### src/rtl/lclk_mon_pkg.sv
package lclk_mon_pkg;
  localparam int unsigned NGRP  = 8;
  localparam int unsigned NLANE = 2 * NGRP;
  localparam int unsigned GW    = $clog2(NGRP);
  localparam logic [31:0] DEAD_WORD = 32'hDEADACCE;

  // Position of a flag in the status word: upper half of groups first.
  function automatic logic [4:0] stat_bit(input logic is_rx, input int unsigned grp);
    int unsigned base;
    if (grp >= NGRP / 2) base = (is_rx ? 24 : 28) + grp - NGRP / 2;
    else                 base = (is_rx ? 16 : 20) + grp;
    return 5'(base);
  endfunction
endpackage

### src/rtl/lclk_lane.sv
module lclk_lane #(
  parameter int unsigned SYNC = 2
) (
  input  logic clk,
  input  logic rst_n,
  input  logic soft_clr,
  input  logic rd_clr,
  input  logic lclk,
  output logic rise,
  output logic act_set,
  output logic flag
);
  logic [SYNC:0] sh;
  logic [1:0]    cnt;

  always_ff @(posedge clk or negedge rst_n) begin
    if (!rst_n) sh <= '0;
    else        sh <= {sh[SYNC-1:0], lclk};
  end

  assign rise    = sh[SYNC-1] & ~sh[SYNC];
  assign act_set = rise & (cnt == 2'd1);

  always_ff @(posedge clk or negedge rst_n) begin
    if (!rst_n) begin
      cnt  <= '0;
      flag <= 1'b0;
    end else if (soft_clr) begin
      cnt  <= '0;
      flag <= 1'b0;
    end else if (rd_clr) begin
      cnt  <= act_set ? 2'd2 : 2'd0;
      flag <= act_set;
    end else begin
      if (rise && cnt != 2'd2) cnt <= cnt + 2'd1;
      if (act_set) flag <= 1'b1;
    end
  end
endmodule

### src/rtl/lclk_watch.sv
module lclk_watch #(
  parameter int unsigned ABSENT_CYC = 1024
) (
  input  logic clk,
  input  logic rst_n,
  input  logic rise,
  output logic present
);
  localparam int unsigned CW = $clog2(ABSENT_CYC + 1);
  localparam logic [CW-1:0] LAST = CW'(ABSENT_CYC - 1);
  logic [CW-1:0] idle;

  always_ff @(posedge clk or negedge rst_n) begin
    if (!rst_n) begin
      idle    <= '0;
      present <= 1'b0;
    end else if (rise) begin
      idle    <= '0;
      present <= 1'b1;
    end else if (present) begin
      if (idle == LAST) begin
        present <= 1'b0;
        idle    <= '0;
      end else begin
        idle <= idle + 1'b1;
      end
    end
  end
endmodule

### src/rtl/lclk_ram_gate.sv
module lclk_ram_gate
  import lclk_mon_pkg::*;
#(
  parameter int unsigned AW = 10
) (
  input  logic            clk,
  input  logic            rst_n,
  input  logic [NGRP-1:0] present,
  input  logic            host_req,
  input  logic            host_we,
  input  logic [GW-1:0]   host_grp,
  input  logic [AW-1:0]   host_addr,
  input  logic [31:0]     host_wdata,
  output logic            host_rsp_valid,
  output logic [31:0]     host_rdata,
  output logic            ram_en,
  output logic            ram_we,
  output logic [GW-1:0]   ram_grp,
  output logic [AW-1:0]   ram_addr,
  output logic [31:0]     ram_wdata,
  input  logic [31:0]     ram_rdata
);
  logic open_q;
  logic rsp_q;
  logic dead_q;

  assign open_q    = present[host_grp];
  assign ram_en    = host_req & open_q;
  assign ram_we    = host_we;
  assign ram_grp   = host_grp;
  assign ram_addr  = host_addr;
  assign ram_wdata = host_wdata;

  always_ff @(posedge clk or negedge rst_n) begin
    if (!rst_n) begin
      rsp_q  <= 1'b0;
      dead_q <= 1'b0;
    end else begin
      rsp_q  <= host_req & ~host_we;
      dead_q <= ~open_q;
    end
  end

  assign host_rsp_valid = rsp_q;
  assign host_rdata     = dead_q ? DEAD_WORD : ram_rdata;
endmodule

### src/rtl/lclk_activity_mon.sv
module lclk_activity_mon
  import lclk_mon_pkg::*;
#(
  parameter int unsigned AW         = 10,
  parameter int unsigned ABSENT_CYC = 1024,
  parameter int unsigned SYNC       = 2
) (
  input  logic            clk,
  input  logic            rst_n,
  input  logic            soft_chip_rst,
  input  logic [NGRP-1:0] soft_grp_rst,
  input  logic [NGRP-1:0] lclk_tx,
  input  logic [NGRP-1:0] lclk_rx,
  input  logic            stat_rd,
  output logic [31:0]     stat_word,
  input  logic            host_req,
  input  logic            host_we,
  input  logic [GW-1:0]   host_grp,
  input  logic [AW-1:0]   host_addr,
  input  logic [31:0]     host_wdata,
  output logic            host_rsp_valid,
  output logic [31:0]     host_rdata,
  output logic            ram_en,
  output logic            ram_we,
  output logic [GW-1:0]   ram_grp,
  output logic [AW-1:0]   ram_addr,
  output logic [31:0]     ram_wdata,
  input  logic [31:0]     ram_rdata
);
  logic [NLANE-1:0] lclk_all;
  logic [NLANE-1:0] rise;
  logic [NLANE-1:0] act_set;
  logic [NLANE-1:0] flag;
  logic [NGRP-1:0]  tx_present;

  assign lclk_all = {lclk_rx, lclk_tx};
  assign stat_word[15:0] = '0;

  for (genvar i = 0; i < NLANE; i++) begin : g_lane
    localparam int unsigned GRP = i % NGRP;
    localparam logic        RX  = (i >= NGRP);

    lclk_lane #(.SYNC(SYNC)) u_lane (
      .clk     (clk),
      .rst_n   (rst_n),
      .soft_clr(soft_chip_rst | soft_grp_rst[GRP]),
      .rd_clr  (stat_rd),
      .lclk    (lclk_all[i]),
      .rise    (rise[i]),
      .act_set (act_set[i]),
      .flag    (flag[i])
    );

    assign stat_word[stat_bit(RX, GRP)] = flag[i];

    if (!RX) begin : g_watch
      lclk_watch #(.ABSENT_CYC(ABSENT_CYC)) u_watch (
        .clk    (clk),
        .rst_n  (rst_n),
        .rise   (rise[i]),
        .present(tx_present[GRP])
      );
    end
  end

  lclk_ram_gate #(.AW(AW)) u_gate (
    .clk           (clk),
    .rst_n         (rst_n),
    .present       (tx_present),
    .host_req      (host_req),
    .host_we       (host_we),
    .host_grp      (host_grp),
    .host_addr     (host_addr),
    .host_wdata    (host_wdata),
    .host_rsp_valid(host_rsp_valid),
    .host_rdata    (host_rdata),
    .ram_en        (ram_en),
    .ram_we        (ram_we),
    .ram_grp       (ram_grp),
    .ram_addr      (ram_addr),
    .ram_wdata     (ram_wdata),
    .ram_rdata     (ram_rdata)
  );
endmodule

### config.mk
export PLATFORM = sky130hd
export DESIGN_NAME = lclk_activity_mon
export DESIGN_NICKNAME = d
export VERILOG_FILES = /design/src/rtl/lclk_mon_pkg.sv /design/src/rtl/lclk_lane.sv /design/src/rtl/lclk_watch.sv /design/src/rtl/lclk_ram_gate.sv /design/src/rtl/lclk_activity_mon.sv
export SDC_FILE = /design/constraint.sdc
export NUM_CORES = 1
export LEC_CHECK = 0
export BUFFER_PORTS_ARGS = -buffer_cell sky130_fd_sc_hd__buf_2
export CAP_MARGIN = 20
export CORE_MARGIN = 8
export CORE_UTILIZATION = 41
export CTS_BUF_LIST = sky130_fd_sc_hd__clkbuf_8
export CTS_CLUSTER_DIAMETER = 40
export DETAILED_ROUTE_END_ITERATION = 16
export SLEW_MARGIN = 20
export SYNTH_ARGS = -nofsm -noshare
export SYNTH_HDL_FRONTEND = slang
export SYNTH_SLANG_ARGS = --single-unit
### constraint.sdc
create_clock -name clk -period 1.8 [get_ports clk]
set_input_delay 0.27 -clock clk [delete_from_list [all_inputs] [get_ports clk]]
set_output_delay 0.27 -clock clk [all_outputs]
set_load 0.02 [all_outputs]
Word-level counts from Yosys, hierarchy flattened
Cells that the tools add are included.
{ "word_totals": {"input_bits": 107, "rom_bits": 0, "register_bits": 194, "memories": 0, "out_inout_bits": 112, "elab_cells": 410, "ram_bits": 0, "latchBits": 0} }
{ "classes": {"n_mux": 163, "n_eq_ne": 40, "shift": 0, "reduce_logical": 56, "multipliers": 0, "bitwise_logic": 60, "add_sub_neg": 24, "n_div": 0, "magnitude_cmp": 1} }
{ "ops": {"columns": ["op", "n"], "rows": [
  ["11-bit two-way mux", 24],
  ["2-bit two-way mux", 64],
  ["3-bit nonzero test", 32],
  ["11-bit by 1-bit adder with 11-bit output (second input constant)", 8],
  ["11-bit by 10-bit == test with 1-bit output (second input constant)", 8],
  ["1-bit two-way mux", 73],
  ["1-bit AND", 34],
  ["2-bit by 1-bit adder with 2-bit output (second input constant)", 16],
  ["2-bit by 1-bit == test with 1-bit output (second input constant)", 16],
  ["32-bit two-way mux", 1],
  ["2-bit != test (second input constant)", 16],
  ["1-bit inverter", 18],
  ["1-bit logical AND", 16],
  ["2-bit nonzero test", 8],
  ["1-bit OR", 8],
  ["3-bit by 4-bit less-than comparator with 1-bit output (second input constant)", 1],
  ["1-bit binary-select mux with 3-bit select", 1]
]} }

Depth between registers and ports, before layout
Gate-level depths: netlist of run 1.
{ "depth": {"word_depth": 6, "mapped_depth": 6, "depth_no_buf": 6} }

By module
A second synthesis of run 1 with hierarchy kept.
{ "hier_totals": {"hier_cells": 1034, "hier_area_um2": 10656.5} }
{ "modules_own_cells": {"columns": ["mod", "seq_area_each_um2", "instances", "cells_per_inst", "area_each_um2"], "rows": [
  ["lclk_watch at g_lane[0].g_watch.u_watch ...", 300.3, 7, 71, 683.2],
  ["lclk_lane", 150.1, 16, 22, 270.3],
  ["lclk_ram_gate", 50.0, 1, 92, 694.4],
  ["lclk_watch at g_lane[7].g_watch.u_watch", 300.3, 1, 68, 681.9],
  ["lclk_activity_mon", 0.0, 1, 25, 173.9]
]} }

Worst setup path before layout of run 1
Ideal clock, no wire load.
{ "synth_timing": {"path_kind": "flip-flop to flip-flop", "start": "reg g_lane[1].g_watch.u_watch.idle[0]", "end": "reg g_lane[1].g_watch.u_watch.idle[9]", "t_arrival_ns": 1.420, "setup_slack_ns": 0.233, "required_time_ns": 1.653, "setup_time_ns": 0.147, "path_stages_with_launch": 7, "synth_period_minus_slack_ns": 1.567, "path_cell_list": "dfrtp_1 -> ha_1 -> nand4_1 -> or4_4 -> buf_6 -> o31ai_2 -> a41oi_1"} }
{ "synth_via": {"elab_chain_len": 4, "word_cells_on_any_way": 5, "cone_classes": "1 x add/sub; 1 x eq/ne; 3 x mux"} }
{ "synth_rtl": {"columns": ["element", "line_no", "text"], "rows": [
  ["from (decl)", "lclk_watch.sv:11", "logic [CW-1:0] idle;"],
  ["from (signal assigned)", "lclk_watch.sv:25", "idle <= idle + 1'b1;"],
  ["11-bit by 1-bit adder with 11-bit output or 11-bit by 10-bit == test with 1-bit output (tied branches)", "lclk_watch.sv:25, lclk_watch.sv:21", null],
  ["11-bit two-way mux (*)", "lclk_watch.sv:21", "if (idle == LAST) begin"],
  ["11-bit two-way mux (*)", "lclk_watch.sv:20", "end else if (present) begin"],
  ["11-bit two-way mux (*)", "lclk_watch.sv:17", "end else if (rise) begin"]
]} }
Mark *: on every way between the ends. The rest lies on a longest branch, timed or not. The select of a mux whose other input is x is not followed.
A chain may end at the register's enable or synchronous reset.

Worst setup path in the final report of run 1
{ "layout_timing": {"start": "reg g_lane[7].g_watch.u_watch.present", "end": "out ram_en"} }
{ "layout_via": {"elab_chain_len": 3} }
{ "layout_rtl": {"columns": ["element", "line_no", "text"], "rows": [
  ["from (decl)", "lclk_watch.sv:7", "output logic present"],
  ["from (signal assigned)", "lclk_watch.sv:16", "present <= 1'b0;"],
  ["from (signal assigned)", "lclk_watch.sv:19", "present <= 1'b1;"],
  ["from (signal assigned)", "lclk_watch.sv:22", "present <= 1'b0;"],
  ["1-bit binary-select mux with 3-bit select", "lclk_ram_gate.sv:27", "assign open_q = present[host_grp];"],
  ["1-bit two-way mux (implied by the code)", "lclk_ram_gate.sv:27", null],
  ["1-bit AND", "lclk_ram_gate.sv:28", "assign ram_en = host_req & open_q;"],
  ["to (decl)", "lclk_activity_mon.sv:23", "output logic ram_en,"]
]} }
No other way between the ends. The select of a mux whose other input is x is not followed.

==> results of run 1 <==
layout by cell type, fill, tap and decap left out, types with 18 or more instances in the layout:
cell,netlist,layout
nor3_1,40,40
or2_2,23,23
nand2b_1,29,29
nand2_1,49,49
a21oi_1,50,50
nand3_1,50,50
clkbuf_8,0,18
inv_1,43,43
nor2b_1,28,28
dfrtp_1,194,193
ha_1,40,40
buf_2,2,117
buf_4,78,32
dlygate4sd3_1,0,19
xnor2_1,31,31
nand4_1,21,21
xor2_1,19,19
nor2_1,71,71
metrics by stage:
step	util	cell area [sq um]	std cells	power, mW	hold slack (ns)
2_1_floorplan	-	9930	998	6.12	-0.0256
3_3_place_gp	0.438	10500	1356	6.40	0.167
3_5_place_dp	0.438	10500	1356	6.44	0.164
4_1_cts	0.462	11100	1408	9.38	0.0157
5_1_grt	0.463	11100	1408	9.79	0.00842
6_report	0.463	11100	1408	9.23	0.0462
metal layers:
layer	track usage	up-vias
met2	0.226	142
met4	0.0318	0
met3	0.0353	15
li1	-	3482
met5	0	-
met1	0.178	3424
kinds of logic (layout without fill, tap and decap cells):
group / count (synthesis) / in the layout
DFF: 194 / 194
xor gates and xnor gates: 50 / 50
muxes: 8 / 8
adders and majority gates: 40 / 40
AOI/OAI and AO/OA: 140 / 140
and+or+nand+nor: 389 / 389
other: 1 / 16
buffers and inverters: 161 / 247
state kept, by name, summed over array words and instances (netlist names):
name	flops
g_lane.u_lane.cnt	32
g_lane.u_lane.flag	16
u_gate.dead_q	1
g_lane.u_lane.sh	48
g_lane.g_watch.u_watch.present	8
g_lane.g_watch.u_watch.idle	88
u_gate.host_rsp_valid	1
what timing repair did:
item	CTS	global route
hold buffers	19	0
endpoints found under the hold margin	149	0
setup endpoints to repair	33	28
gates resized for setup	1	2
setup buffers	1	0
worst register-to-register path: cells and delay by family, from the launching register on:
family,cells,cell delay [ns]
DFF,1,0.41
adders and majority gates,1,0.23
AOI/OAI and AO/OA,2,0.25
and+or+nand+nor,2,0.67
power by group:
part           internal, mW  switching (mW)  leakage, nW
logic                 0.569           0.690         2.12
clock network          1.17            1.70        0.196
registers              4.70           0.410         2.51
total                  6.43            2.80         4.82
layout make-up:
cell class              count  area [sq um]  share of cell area
inverters                  43           161              0.0145
clock buffers              17           234              0.0211
flip-flops and latches    194          4860               0.438
clock inverters            15           165              0.0149
repair buffers            172          1090              0.0982
multi-input cells         643          4180               0.377
well taps                 324           405              0.0365
worst min-delay path by stage:
| stage | slack (ns) | from | end |
|---|---|---|---|
| final | 0.05 | host_req | u_gate.host_rsp_valid$_DFF_PN0_ |
| after detailed placement | 0.16 | rst_n | g_lane[8].u_lane.sh[0]$_DFF_PN0_ |
| after floorplan | -0.03 | rst_n | g_lane[0].g_watch.u_watch.idle[0]$_DFFE_PN0P_ |
| after global placement | 0.17 | rst_n | g_lane[6].u_lane.cnt[0]$_DFFE_PN0P_ |
| after global routing | 0.008 | host_grp[2] | u_gate.dead_q$_DFF_PN0_ |
| after CTS | 0.02 | host_req | u_gate.host_rsp_valid$_DFF_PN0_ |
==> metrics.cfg, run 1 <==
[sta]
rsz0062_at_grt=yes
finalHoldViolCount=0
slew_headroom=0.552
period_share=1.14
worst_pin_slew_ns=0.671
final_max_slew_viol_count=0
fin_setup_tns_ns=-0.539
period_needed_ns=2.05
worst_clock_skew_ns=0.0143
finalSetupViolations=20
max_freq_ghz=0.488
timing.final.ws_setup_ns=-0.250

[synthesis]
ys_types=63
synth_area_leaders=dfrtp_1 (49%), buf_4 (5.9%), ha_1 (5.1%), xnor2_1 (2.7%), nor2_1 (2.7%)
synth-xor-area-share=0.0443
synthAdderAreaFrac=0.0507
synth_most_common_cell=dfrtp_1
ys_seq_area_frac=0.492
synthArstFlopShare=1.00
yosys_most_used_dff=dfrtp_1
ys_warn_count=0
netlist_area_sq_mm=0.00988
synth_seq_cells=194
avgSynthCellArea_sq_um=10.0
synthTopCellsByCount=dfrtp_1 (194), buf_4 (78), nor2_1 (71), a21oi_1 (50), nand3_1 (50)
yosys.area_share.simple=0.213
synth_top_cell_area_share=0.492
synth_edf_count=0
synth_top_family_by_area=simple AND/OR/NAND/NOR gates
synth_mux_area_frac=0.0110
synthCells=983
synth_largest_area_cell=dfrtp_1
synth-compound-area-share=0.0970

[clock_network]
cts_buffer_depth=2
cts_tree=yes
clk_pin_slew_worst_paths_ns=0.11
clock_sinks=194
htreeDepth=4
cts_buffers=17
clk_latency_ns=0.46
cts_root_buf=clkbuf_8

[floorplanning]
die_x_microns=171
initial_core_util=0.412
io_pins=219
num_rows=57
die_h_microns=171
die_area_sq_mm=0.0293
coreArea_sq_mm=0.0240

[run_status]
status=finished, violations left
violations=setup timing

[placement]
portBuffers=118
hpwlAfterDp_microns=13900
pre_cts_ws_ns=0.132
place_congestion=0.803

[critical_path]
critPathMaxStageDelay_ns=0.49
path_cells=mux4_2 -> mux2i_2 -> nor2b_1 -> buf_2
cp.arrival_ns=1.78
worstSetupPathType=reg2out
rrSetupSlack_ns=0.11
r2r-start=g_lane[6].g_watch.u_watch.idle[0]$_DFFE_PN0P_
cp-end-kind=primary output
crit_start=g_lane[7].g_watch.u_watch.present$_DFF_PN0_
rr_worst_depth=5
cp-endpoint=ram_en
r2r-end=g_lane[6].g_watch.u_watch.idle[9]$_DFFE_PN0P_
cp.depth=4
cp_max_fo=2
startpoint_type=flip-flop
crit_slowest_cell=mux4_2
critical_path_buf_inv_count=1
worstPathRequired_ns=1.53
critPathTopFamily=multiplexers

[route]
wl_met3_microns=1240
met2WireLength_microns=8900
routedWlPerCell_microns=13.8
drc_errors=0
drt_iter0_markers=285
wl_microns=19400
first_pass_iters=4
vias_per_cell=5.02
highest_layer=met4
ant_nets=0
met1Wirelength_microns=9090
via_count=7063

[grt]
grt_max_degree=61
grt_pass1_wl_microns=33200
grt_usage=0.137
antenna_found_initial=0
grt_overflow_total=0
grt_pass1_vias=6890

[min_path]
hold_class=in2reg
holdPathStages=2

[layout]
nFillCells=2296
diodes=0
syn_to_final_growth_pct=12.3
fin_nets=1218
drive_above_1_share=0.205

[power]
leakage_nw=4.82
power.density_mw_per_mm2=832
ir_worst_vdd_v=0.000405

[job]
cap_viol_max_count=0

(Power assumes the default switching activity.)
==> run 2, diff against run 1 <==
CTS_BUF_LIST = sky130_fd_sc_hd__clkbuf_2   (was sky130_fd_sc_hd__clkbuf_8)
==> run 2 against run 1 <==
Compared with the run above:
- the flow still finishes with violations (setup timing)
- hold slack better by 0.063 ns
- design area up 5.0%
- via count up 2.7%
- global-route usage up 0.15 points
- worst setup slack worse by 0.36 ns
- routed wire length up 6.1%
- sequential share of layout area down 2.1 points
- maximum frequency down 15%
- critical path type unchanged
==> metrics.cfg, run 2 (synthesis gave the netlist of run 1 again) <==
[route]
routedWlPerCell_microns=14.2  ; +3.6%
drc_errors=0  ; unchanged
wl_microns=20600  ; +6.1%
highest_layer=met4
vias_per_cell=5.03  ; +0.20%
drt_iter0_markers=292  ; +2.5%
wl_met3_microns=1300  ; +4.7%
met2WireLength_microns=9560  ; +7.5%
ant_nets=0  ; unchanged
via_count=7253  ; +2.7%
met1Wirelength_microns=9380  ; +3.3%
first_pass_iters=4  ; unchanged

[run_status]
violations=setup timing
status=finished, violations left

[floorplanning]
die_area_sq_mm=0.0293  ; unchanged
die_h_microns=171  ; unchanged
die_x_microns=171  ; unchanged
io_pins=219  ; unchanged
coreArea_sq_mm=0.0240  ; unchanged
num_rows=57  ; unchanged
initial_core_util=0.412  ; unchanged

[layout]
top_register=g_lane.g_watch.u_watch.idle
layout_commonest_cell=dfrtp_1
regArea_sq_mm=0.00486  ; about the same
drive_above_1_share=0.214  ; +0.00936
fin_nets=1250  ; +2.6%
syn_to_final_growth_pct=18.0
multi_input_area_sq_mm=0.00429  ; +2.5%
final_area_sq_mm=0.0117  ; +5.0%
final_cell_mix=dfrtp_1 (193), buf_2 (79), nor2_1 (71), nand3_1 (50), a21oi_1 (50)
final_cells=1443  ; +2.5%
largest_register_ffs=88  ; unchanged
final_util=0.486  ; +0.0233
reg.largest.list=g_lane.g_watch.u_watch.idle (88), g_lane.u_lane.sh (48), g_lane.u_lane.cnt (32)
nFillCells=2230  ; -2.9%

[sta]
slew_headroom=0.424  ; -0.128
fin_hold_ws_ns=0.110  ; +0.0634 ns
worst_clock_skew_ns=0.0343  ; +0.0200 ns
max_freq_ghz=0.415  ; -15%
period_share=1.34  ; +0.200
worst_pin_slew_ns=0.861  ; +0.190 ns
timing.final.ws_setup_ns=-0.610  ; -0.360 ns
finalHoldViolCount=0  ; unchanged
period_needed_ns=2.41  ; +0.360 ns
final_max_slew_viol_count=0  ; unchanged
fin_setup_tns_ns=-12.16  ; -11.62 ns
rsz0062_at_grt=yes
finalSetupViolations=33  ; +65%

[placement]
place_congestion=0.803  ; unchanged
pre_cts_ws_ns=0.132  ; unchanged
dp.cells=1356  ; unchanged
hpwlAfterDp_microns=13900  ; unchanged
dpl_cell_area_sq_mm=0.0105  ; unchanged
portBuffers=118  ; unchanged

[grt]
grt_usage=0.138  ; +0.00154
grt_overflow_total=0  ; unchanged
grt_max_degree=61  ; unchanged
antenna_found_initial=2  ; +2
grt_pass1_wl_microns=33500  ; +1.0%
grt_pass1_vias=6968  ; +1.1%

[clock_network]
cts_buffers=17  ; unchanged
cts_tree=yes
htreeDepth=4  ; unchanged
clk_latency_ns=0.77  ; +0.31 ns
clock_sinks=194  ; unchanged
clk_pin_slew_worst_paths_ns=0.30  ; +0.19 ns
cts_buffer_depth=2  ; unchanged
cts_root_buf=clkbuf_2

[critical_path]
cp-end-kind=primary output
critPathMaxStageDelay_ns=0.49  ; about the same
worstSetupPathType=reg2out
cp.arrival_ns=2.14  ; +0.36 ns
startpoint_type=flip-flop
path_cells=mux4_2 -> mux2i_2 -> nor2b_1 -> buf_2
crit_slowest_cell=dfrtp_1
worstPathRequired_ns=1.53  ; about the same
cp_max_fo=2  ; unchanged

[power]
ir_worst_vdd_v=0.000380  ; -6.1%
power_mw=8.72  ; -5.5%
leakage_nw=5.05  ; +4.6%
power.density_mw_per_mm2=748  ; -10%

[min_path]
hold_class=in2reg

[job]
cap_viol_max_count=0  ; unchanged

run 2: report_power, final:
group          internal, mW  total [mW]  switching, mW
clock                 0.575        2.22           1.64
combinational         0.665        1.38          0.715
sequential             4.71        5.12          0.411
total                  5.95        8.72           2.77
run 2: critical path, delay by kind of cell (launching register included):
kind	cells	cell delay, ns
buffers and inverters	1	0.16
muxes	2	0.67
and+or+nand+nor	1	0.07
DFF	1	0.49
run 2: worst paths after layout:
path	start	end	slack (ns)	cells after the start
setup reg to reg	g_lane[0].g_watch.u_watch.present$_DFF_PN0_	u_gate.dead_q$_DFF_PN0_	0.06	3
setup / recovery	g_lane[0].g_watch.u_watch.present$_DFF_PN0_	ram_en	-0.61	4
max in group asynchronous	rst_n	g_lane[0].g_watch.u_watch.idle[4]$_DFFE_PN0P_	0.58	3
hold / removal	lclk_tx[5]	g_lane[5].u_lane.sh[0]$_DFF_PN0_	0.11	2
hold reg to reg	g_lane[3].u_lane.sh[0]$_DFF_PN0_	g_lane[3].u_lane.sh[1]$_DFF_PN0_	0.35	0
min in group asynchronous	rst_n	g_lane[8].u_lane.sh[0]$_DFF_PN0_	0.66	3
run 2: timing repair:
item,in CTS,in global routing
hold buffers,39,3
resized for setup,1,114
pin swaps,0,20
endpoints found under the setup margin,33,42
gates cloned,0,2
buffers inserted,0,8
hold endpoints to repair,255,3
run 2: layout make-up:
class	instances	share of cell area
Sequential cell	194	0.417
Multi-Input combinational cell	643	0.368
Timing Repair Buffer	204	0.144
Tap cell	324	0.0348
Clock inverter	15	0.0142
Inverter	43	0.0139
Clock buffer	17	0.00730
Antenna cell	3	0.000644
run 2: metal layers:
metal	vias to the layer above	global-route usage
li1	3553	-
met1	3519	0.179
met2	154	0.229
met3	27	0.0342
met4	0	0.0367
met5	-	0
==> run 3, diff against run 2 <==
==> constraint.sdc (replaced) <==
create_clock -name clk -period 1.8 [get_ports clk]
set_input_delay 0.09 -clock clk [delete_from_list [all_inputs] [get_ports clk]]
set_output_delay 0.09 -clock clk [all_outputs]
set_load 0.02 [all_outputs]
==> run 3 against run 2 <==
Compared with the run above:
- worst setup slack improved by 0.20 ns
- maximum frequency rose by 9.1%
- design area fell by 3.0%
- the flow finishes with violations (hold timing, setup timing)
- largest power group unchanged
- register-to-register slack improved by 0.07 ns
- flip-flop and latch count did not move
- cell count did not move
- first-iteration DRC count rose by 26%
- highest routed layer unchanged
- sequential power barely moved
==> metrics.cfg, run 3 (synthesis gave the netlist of run 1 again) <==
[route]
drt_iter0_markers=369  ; +26%
via_count=7179  ; -1.0%
first_pass_iters=4  ; unchanged
drc_errors=0  ; unchanged
wl_microns=20000  ; -2.7%
routedWlPerCell_microns=13.9  ; -2.7%
vias_per_cell=4.98  ; -1.0%
ant_nets=0  ; unchanged

[grt]
grt_pass1_vias=6989  ; +0.30%
grt_max_degree=44  ; -28%
met3_usage=0.0404  ; +0.00620
top_usage_layer=met2
grt_overflow_total=0  ; unchanged
use_met1=0.175  ; -0.00321
grt_pass1_wl_microns=33500  ; -0.12%
antenna_found_initial=3  ; +1
use_met2=0.231  ; +0.00156
grt_usage=0.139  ; +0.000702

[layout]
layout_commonest_cell=dfrtp_1
nFillCells=2236  ; +0.27%
top_register=g_lane.g_watch.u_watch.idle
reg.largest.list=g_lane.g_watch.u_watch.idle (88), g_lane.u_lane.sh (48), g_lane.u_lane.cnt (32)
regArea_sq_mm=0.00486  ; about the same
fin_nets=1251  ; +0.080%
final_cells=1443  ; unchanged
final_area_sq_mm=0.0113  ; -3.0%
multi_input_area_sq_mm=0.00419  ; -2.4%
drive_above_1_share=0.199  ; -0.0154
syn_to_final_growth_pct=14.5
final_util=0.472  ; -0.0146
final_cell_mix=dfrtp_1 (192), buf_2 (117), nor2_1 (71), dlygate4sd3_1 (51)
largest_register_ffs=88  ; unchanged

[power]
p_clk_frac=0.259  ; +0.005
power_frac_seq=0.588  ; about the same
p_sw_frac=0.300  ; -0.0182
combPwrFrac=0.153  ; -0.005
power.density_mw_per_mm2=772  ; +3.1%
switchingPower_mw=2.61  ; -5.7%
ir_worst_vdd_v=0.000412  ; +8.4%
leakage_nw=4.94  ; -2.2%
p_int_mw=6.11  ; +2.7%

[sta]
max_freq_ghz=0.453  ; +9.1%
rsz0062_at_grt=yes
worst_clock_skew_ns=0.0333  ; -0.00107 ns
final_max_slew_viol_count=0  ; unchanged
fin_setup_tns_ns=-3.00  ; +9.16 ns
worst_pin_slew_ns=0.698  ; -0.163 ns
fin_hold_ws_ns=-0.143  ; -0.253 ns
period_needed_ns=2.21  ; -0.201 ns
finalSetupViolations=22  ; -33%
slew_headroom=0.534  ; +0.110
period_share=1.23  ; -0.112
timing.final.ws_setup_ns=-0.409  ; +0.201 ns
finalHoldViolCount=1  ; +1

[critical_path]
worstPathRequired_ns=1.71  ; +0.18 ns
startpoint_type=flip-flop
cp.arrival_ns=2.12  ; -0.02 ns
cp_max_fo=2  ; unchanged
cp-end-kind=primary output
worstSetupPathType=reg2out

[placement]
hpwlAfterDp_microns=13900  ; about the same
dpl_cell_area_sq_mm=0.0105  ; -0.14%
dp.cells=1354  ; -0.15%
place_congestion=0.802  ; about the same
portBuffers=118  ; unchanged

[clock_network]
cts_buffers=17  ; unchanged
clock_sinks=194  ; unchanged
cts_tree=yes
cts_root_buf=clkbuf_2
htreeDepth=4  ; unchanged
holdBufCountCts=52  ; +33%
clk_latency_ns=0.74  ; -0.03 ns
cts_buffer_depth=2  ; unchanged
clk_pin_slew_worst_paths_ns=0.23  ; -0.07 ns

[floorplanning]
die_h_microns=171  ; unchanged
io_pins=219  ; unchanged
coreArea_sq_mm=0.0240  ; unchanged
initial_core_util=0.412  ; unchanged
num_rows=57  ; unchanged
die_x_microns=171  ; unchanged
die_area_sq_mm=0.0293  ; unchanged

[min_path]
hold_class=in2reg

[job]
cap_viol_max_count=0  ; unchanged

[run_status]
status=finished, violations left
violations=hold timing, setup timing

## run 3: cell count changes in the layout (fill, tap and decap cells not counted), moves of 9 or more
cell	previous run	this run
buf_6	37	0
buf_2	79	117
or2_4	20	0
dlygate4sd3_1	42	51
or2_2	3	23
## run 3: metrics by stage
step	setup slack [ns]	total power [mW]
final	-0.409	8.72
after floorplan	0.233	6.12
after detailed placement	0.140	6.44
after global placement	0.170	6.40
after global routing	-0.573	9.26
after CTS	-0.527	8.83
## run 3: area by class of cell
class / instances / area share
tap: 324 / 0.0359
inverter: 43 / 0.0143
sequential: 194 / 0.430
multi-input combinational: 643 / 0.370
clock inverter: 14 / 0.0141
clock buffer: 18 / 0.00797
antenna: 2 / 0.000443
timing repair buffer: 205 / 0.127
## run 3: power groups by stage
stage / registers (mW) / clock network, mW / logic (mW)
finish: 5.13 / 2.26 / 1.34
global route: 5.20 / 2.53 / 1.53
CTS: 5.12 / 2.37 / 1.34
detailed placement: 5.19 / 0 / 1.24
global placement: 5.18 / 0 / 1.22
floorplan: 5.09 / 0 / 1.03
## run 3: timing repair
| item | in CTS | in global routing |
|---|---|---|
| setup buffers | 1 | 2 |
| resized for setup | 3 | 2 |
| hold endpoints to repair | 260 | 1 |
| gates cloned | 0 | 0 |
| setup endpoints to repair | 33 | 36 |
| pin swaps | 0 | 1 |
## run 3: final timing paths
check | startpoint | depth (start not counted) | slack [ns] | end
worst max-delay path | g_lane[2].g_watch.u_watch.present$_DFF_PN0_ | 4 | -0.41 | ram_en
worst min-delay path | host_grp[0] | 3 | -0.14 | u_gate.dead_q$_DFF_PN0_
worst max register to register | g_lane[7].g_watch.u_watch.idle[0]$_DFFE_PN0P_ | 5 | 0.13 | g_lane[7].g_watch.u_watch.idle[5]$_DFFE_PN0P_
worst min register to register | g_lane[14].u_lane.sh[0]$_DFF_PN0_ | 0 | 0.38 | g_lane[14].u_lane.sh[1]$_DFF_PN0_
max in group asynchronous | rst_n | 4 | 1.08 | u_gate.dead_q$_DFF_PN0_
min in group asynchronous | rst_n | 4 | 0.45 | g_lane[9].u_lane.sh[0]$_DFF_PN0_
## run 3: per-layer routing
layer	share of wire	wire (microns)	vias up
met2	0.46	9130	145
met5	0	0	-
met4	0.014	282	0
met1	0.46	9220	3458
met3	0.069	1370	22
li1	-	-	3554
## run 3: critical path: stages (launching register included)
cell	delay (ns)
dfrtp_1	0.49
mux4_2	0.50
mux2i_2	0.19
nor2b_1	0.06
buf_2	0.16
